`src/rtl/seg_addr_pkg.sv`:
```
package seg_addr_pkg;

  typedef enum logic [2:0] {
    ACC_FETCH   = 3'd0,
    ACC_STK_SP  = 3'd1,
    ACC_STK_BP  = 3'd2,
    ACC_DATA    = 3'd3,
    ACC_STR_DST = 3'd4
  } accKind_t;

  typedef enum logic [1:0] {
    SEG_CODE  = 2'd0,
    SEG_DATA  = 2'd1,
    SEG_EXTRA = 2'd2,
    SEG_STACK = 2'd3
  } segId_t;

  localparam int NUM_SEG = 4;

  typedef struct packed {
    logic [1:0] rdIdx;
    logic       wrStb;
    logic [1:0] wrIdx;
    logic       evenEn;
    logic       oddEn;
    logic       misaligned;
  } strobes_t;

endpackage

```
`src/rtl/seg_addr_ctrl.sv`:
```
module seg_addr_ctrl
  import seg_addr_pkg::*;
(
  input  logic [2:0] accType,
  input  logic       ovrEn,
  input  logic [1:0] ovrSel,
  input  logic       offLsb,
  input  logic       isWord,
  input  logic       wrEn,
  input  logic [1:0] wrSel,
  output strobes_t   stb
);

  segId_t defaultSeg;
  logic   isFetch;

  always_comb begin
    unique case (accType)
      ACC_FETCH:   defaultSeg = SEG_CODE;
      ACC_STK_SP:  defaultSeg = SEG_STACK;
      ACC_STK_BP:  defaultSeg = SEG_STACK;
      ACC_STR_DST: defaultSeg = SEG_EXTRA;
      default:     defaultSeg = SEG_DATA;
    endcase
  end

  assign isFetch = (accType == ACC_FETCH);

  always_comb begin
    stb.rdIdx      = (ovrEn && !isFetch) ? ovrSel : defaultSeg;
    stb.wrStb      = wrEn;
    stb.wrIdx      = wrSel;
    // the segment base has zero low bits, so the address LSB is the offset LSB
    stb.evenEn     = ~offLsb;
    stb.oddEn      = offLsb | isWord;
    stb.misaligned = offLsb & isWord;
  end

endmodule

```
`src/rtl/seg_addr_dp.sv`:
```
module seg_addr_dp
  import seg_addr_pkg::*;
#(
  parameter int SEG_W = 16,
  parameter int OFF_W = 16,
  parameter int SHIFT = 4,
  localparam int PA_W = SEG_W + SHIFT
) (
  input  logic             clk,
  input  logic             rstN,
  input  strobes_t         stb,
  input  logic [SEG_W-1:0] wrData,
  input  logic [OFF_W-1:0] offset,
  output logic [PA_W-1:0]  physAddr
);

  logic [SEG_W-1:0] segReg [NUM_SEG];
  logic [SEG_W-1:0] segVal;
  logic [PA_W-1:0]  segBase;
  logic [PA_W-1:0]  offExt;

  for (genvar g = 0; g < NUM_SEG; g++) begin : gSeg
    always_ff @(posedge clk) begin
      if (!rstN)
        segReg[g] <= '0;
      else if (stb.wrStb && (stb.wrIdx == g[1:0]))
        segReg[g] <= wrData;
    end
  end

  assign segVal   = segReg[stb.rdIdx];
  assign segBase  = {segVal, {SHIFT{1'b0}}};
  assign offExt   = PA_W'(offset);
  // the sum keeps PA_W bits, so a carry off the top is dropped
  assign physAddr = segBase + offExt;

endmodule

```
`src/rtl/seg_addr_gen.sv`:
```
module seg_addr_gen
  import seg_addr_pkg::*;
#(
  parameter int SEG_W = 16,
  parameter int OFF_W = 16,
  parameter int SHIFT = 4,
  localparam int PA_W = SEG_W + SHIFT
) (
  input  logic             clk,
  input  logic             rstN,
  input  logic             wrEn,
  input  logic [1:0]       wrSel,
  input  logic [SEG_W-1:0] wrData,
  input  logic [2:0]       accType,
  input  logic             ovrEn,
  input  logic [1:0]       ovrSel,
  input  logic [OFF_W-1:0] offset,
  input  logic             isWord,
  output logic [PA_W-1:0]  physAddr,
  output logic             evenEn,
  output logic             oddEn,
  output logic             misaligned
);

  strobes_t stb;

  seg_addr_ctrl u_ctrl (
    .accType (accType),
    .ovrEn   (ovrEn),
    .ovrSel  (ovrSel),
    .offLsb  (offset[0]),
    .isWord  (isWord),
    .wrEn    (wrEn),
    .wrSel   (wrSel),
    .stb     (stb)
  );

  seg_addr_dp #(.SEG_W(SEG_W), .OFF_W(OFF_W), .SHIFT(SHIFT)) u_dp (
    .clk      (clk),
    .rstN     (rstN),
    .stb      (stb),
    .wrData   (wrData),
    .offset   (offset),
    .physAddr (physAddr)
  );

  assign evenEn     = stb.evenEn;
  assign oddEn      = stb.oddEn;
  assign misaligned = stb.misaligned;

endmodule

```
`config.mk`:
```
export PLATFORM = sky130hd
export DESIGN_NAME = seg_addr_gen
export DESIGN_NICKNAME = d
export VERILOG_FILES = /design/src/rtl/seg_addr_pkg.sv /design/src/rtl/seg_addr_ctrl.sv /design/src/rtl/seg_addr_dp.sv /design/src/rtl/seg_addr_gen.sv
export SDC_FILE = /design/constraint.sdc
export NUM_CORES = 1
export LEC_CHECK = 0
export ABC_AREA = 0
export BUFFER_PORTS_ARGS = -buffer_cell sky130_fd_sc_hd__buf_2
export CAP_MARGIN = 25
export CORE_ASPECT_RATIO = 0.9
export CORE_MARGIN = 1
export CORE_UTILIZATION = 50
export DETAILED_ROUTE_END_ITERATION = 6
export GPL_TIMING_DRIVEN = 0
export PLACE_DENSITY_LB_ADDON = 0.15
export SLEW_MARGIN = 5
export SYNTH_ARGS = -nofsm -noshare
export SYNTH_HDL_FRONTEND = slang
export SYNTH_HIERARCHICAL = 1
export SYNTH_SLANG_ARGS = --single-unit
```
`constraint.sdc`:
```
create_clock -name clk -period 4 [get_ports clk]
set_input_delay 0.4 -clock clk [delete_from_list [all_inputs] [get_ports clk]]
set_output_delay 0.4 -clock clk [all_outputs]
set_load 0.005 [all_outputs]
```
==> results by group <==
Outcome
  – Outcome: finished, final reports clean

Cells and area
  – Layout cells sized above 1: 0.317
  – Final instance area: 4190 um^2
  – Final cell count without fillers: 440
  – FILL cells: 561
  – NumNets Final: between 400 and 500
  – Top flop regs: u_dp/segReg: 64 flops
  – Antenna diodes: 0
  – Most common cell after layout, fill and taps aside: and2_1
  – Most frequent cells in the layout: and2_1 (65), edfxtp_1 (64), buf_2 (61)
  – Biggest register: u_dp/segReg
  – Area delta synth->final: 18.1%
  – Max FFs per register: 64

Power and ir drop
  – Cell Pwr Density: between 300 and 400 nW/um^2
  – Overall power: 1.65 mW
  – Maximum VDD drop: 0.214 mV
  – P_leak: 1.69 nW

Critical path
  – Worst setup EP type: output pin
  – CP Data Required Time: 3.60 ns
  – Crit path DAT: ~3.4 ns
  – Crit Path Class: input port to output pin
  – CP startpoint kind: input port
  – Crit-path max FO: 10

Die
  – Initial Util: 0.527
  – Ports: 67
  – Die area: 7440 um^2
  – DIE HEIGHT: between 80 and 90 um
  – Die Wd: 90.8 um
  – FP Rows: 28
  – Total core area: roughly 6700 um^2

Synth
  – Top cell type's share of synthesized area: 0.542
  – Syn_area_per_cell: between 10 and 15 um^2
  – Primary FF master, synth: edfxtp_1
  – Mapped Cells: 273
  – Synth Cell Area: 3550 um^2
  – Register area share after synthesis: 0.542
  – Synth area leader: edfxtp_1
  – Synth warn: 6
  – Mapped Nets: 330
  – Synth area leaders: edfxtp_1 (54%), and2_1 (11%), mux4_2 (8.3%)
  – Post-synth ARST share: 0
  – Post-synth EDFFs: 64
  – #FFs+latches synth: 64
  – Unique masters post-synth: 37

Route
  – Vias: 2274
  – Post-route ant nets: 0
  – DR WL/cell: 15.6 um
  – Final wirelength: 6870 um
  – Iter 0 DRT Violations: 113
  – DR vias/cell: just over 5
  – # DRC: 0
  – First-pass detailed-route iteration total: 4

Min path
  – Hold Path Origin: wrData[1]
  – Hold Crit Endpoint: u_dp/segReg[0][1]
  – Min-delay worst type: input port to flip-flop
  – Cell count of the worst hold path: 2

Clock network
  – H-Tree Depth: 3
  – Clk root buf: clkbuf_8
  – CTS sink count: 64
  – CTS Buf Count: 9
  – Post-CTS setup buffers: 0
  – TritonCTS clock tree: built
  – CTS max path bufs: 2
  – Clock-pin slew on the worst setup and hold paths: 0.06 ns

Global route
  – Remaining Overflow, GRT: 0
  – Largest net degree at the start of global routing: 15
  – First-pass GRT wire length: ~11000 um
  – Total track usage: 0.194
  – Initial antenna violation count: 0
  – Number of global-route vias before repair: 2150

Placement
  – Hpwl dp: between 4000 and 5000 um
  – Pre-CTS setup slack: -0.552 ns
  – Cell Count Post-Placement: 427
  – Port Buf Inserts: 60
  – RD Place Congestion: just over 0.8
  – Placed Area: 4030 um^2

Job
  – # Max-Cap Violations: 0

STA
  – Worst-Margin Slew: about 0.60 ns
  – Worst setup margin: 0.191 ns
  – Max-slew violations: 0
  – Final min period: 3.81 ns
  – Final setup fails: 0
  – Maximum clock frequency: 0.263 GHz
  – Fin. Hold Viols: 0
  – Setup tns final: 0 ns
  – Period utilization: 0.952
  – RSZ-0062 raised after global routing: no
  – Worst slew margin: 0.603
## stage by stage
stage / hold WS (ns) / utilization
2_1_floorplan: 0.598 / -
3_3_place_gp: 0.709 / 0.589
3_5_place_dp: 0.710 / 0.599
4_1_cts: 0.366 / 0.621
5_1_grt: 0.373 / 0.623
6_report: 0.380 / 0.623
## power by group
part           leakage, nW  total [mW]  switching (mW)  internal, mW
logic                0.990       0.432           0.219         0.213
registers            0.630       0.800          0.0107         0.789
clock network       0.0729       0.420           0.211         0.209
total                 1.69        1.65           0.440          1.21
## worst max-delay path by stage
stage / slack [ns] / cells past startpoint / startpoint / to
after CTS: 0.04 / 14 / accType[1] / physAddr[15]
after floorplan: 0.35 / 12 / accType[1] / physAddr[15]
final: 0.19 / 14 / accType[1] / physAddr[15]
after global placement: -0.53 / 12 / accType[1] / physAddr[16]
after global routing: 0.02 / 14 / accType[1] / physAddr[15]
after detailed placement: -0.55 / 12 / accType[1] / physAddr[16]
## layout make-up
type	instances	area, um^2	area share
clock inverters	3	12.5	0.00299
inverters	10	37.5	0.00896
flip-flops and latches	64	1920	0.459
repair buffers	64	353	0.0842
clock buffers	10	128	0.0305
plain buffers	15	103	0.0245
multi-input cells	184	1520	0.363
well taps	90	113	0.0269
## synthesized netlist by cell type (2+ instances only)
cell type / count
xor2_1: 5
nand2b_1: 5
ha_1: 12
buf_4: 7
nand2_1: 14
and2_1: 65
a21oi_1: 11
nand3_1: 4
nor3_1: 3
mux4_1: 3
o21a_1: 4
a21o_1: 2
inv_1: 10
edfxtp_1: 64
xnor2_1: 7
nor2_1: 11
mux4_2: 13
o21ai_0: 9
clkbuf_1: 6
## logic make-up (layout without fill, tap and decap cells)
group,after synthesis,count (layout),synth area share
XOR/XNOR,12,12,0.0296
AND/OR/NAND/NOR,107,107,0.171
AO/OA/AOI/OAI,35,35,0.0656
flip-flops,64,64,0.542
adder cells (fa/ha/maj),14,14,0.0511
multiplexers,16,16,0.105
buffers and inverters,25,102,0.0363
## worst max-delay path, stage by stage
cell and delay (ns):
buf_2 0.12, maj3_2 0.31, a211oi_2 0.20, buf_2 0.24, buf_6 0.20, mux4_2 0.31
ha_1 0.36, a21o_1 0.23, a31o_1 0.25, o211ai_2 0.17, nand2_1 0.11, o31a_1 0.26
xor2_1 0.14, buf_2 0.13
## layer usage
metal  global-route usage  vias to the layer above  wire (um)
met2                0.327                       64       3250
met1                0.250                     1062       3210
li1                     -                     1142          -
met4               0.0841                        0         65
met3               0.0380                        6        344
met5                    0                        -          0
## timing repair
action	4_1_cts	5_1_grt
setup endpoints to repair	9	4
hold buffers	0	0
resized for setup	5	6
Power figures use the tool's default switching activity.
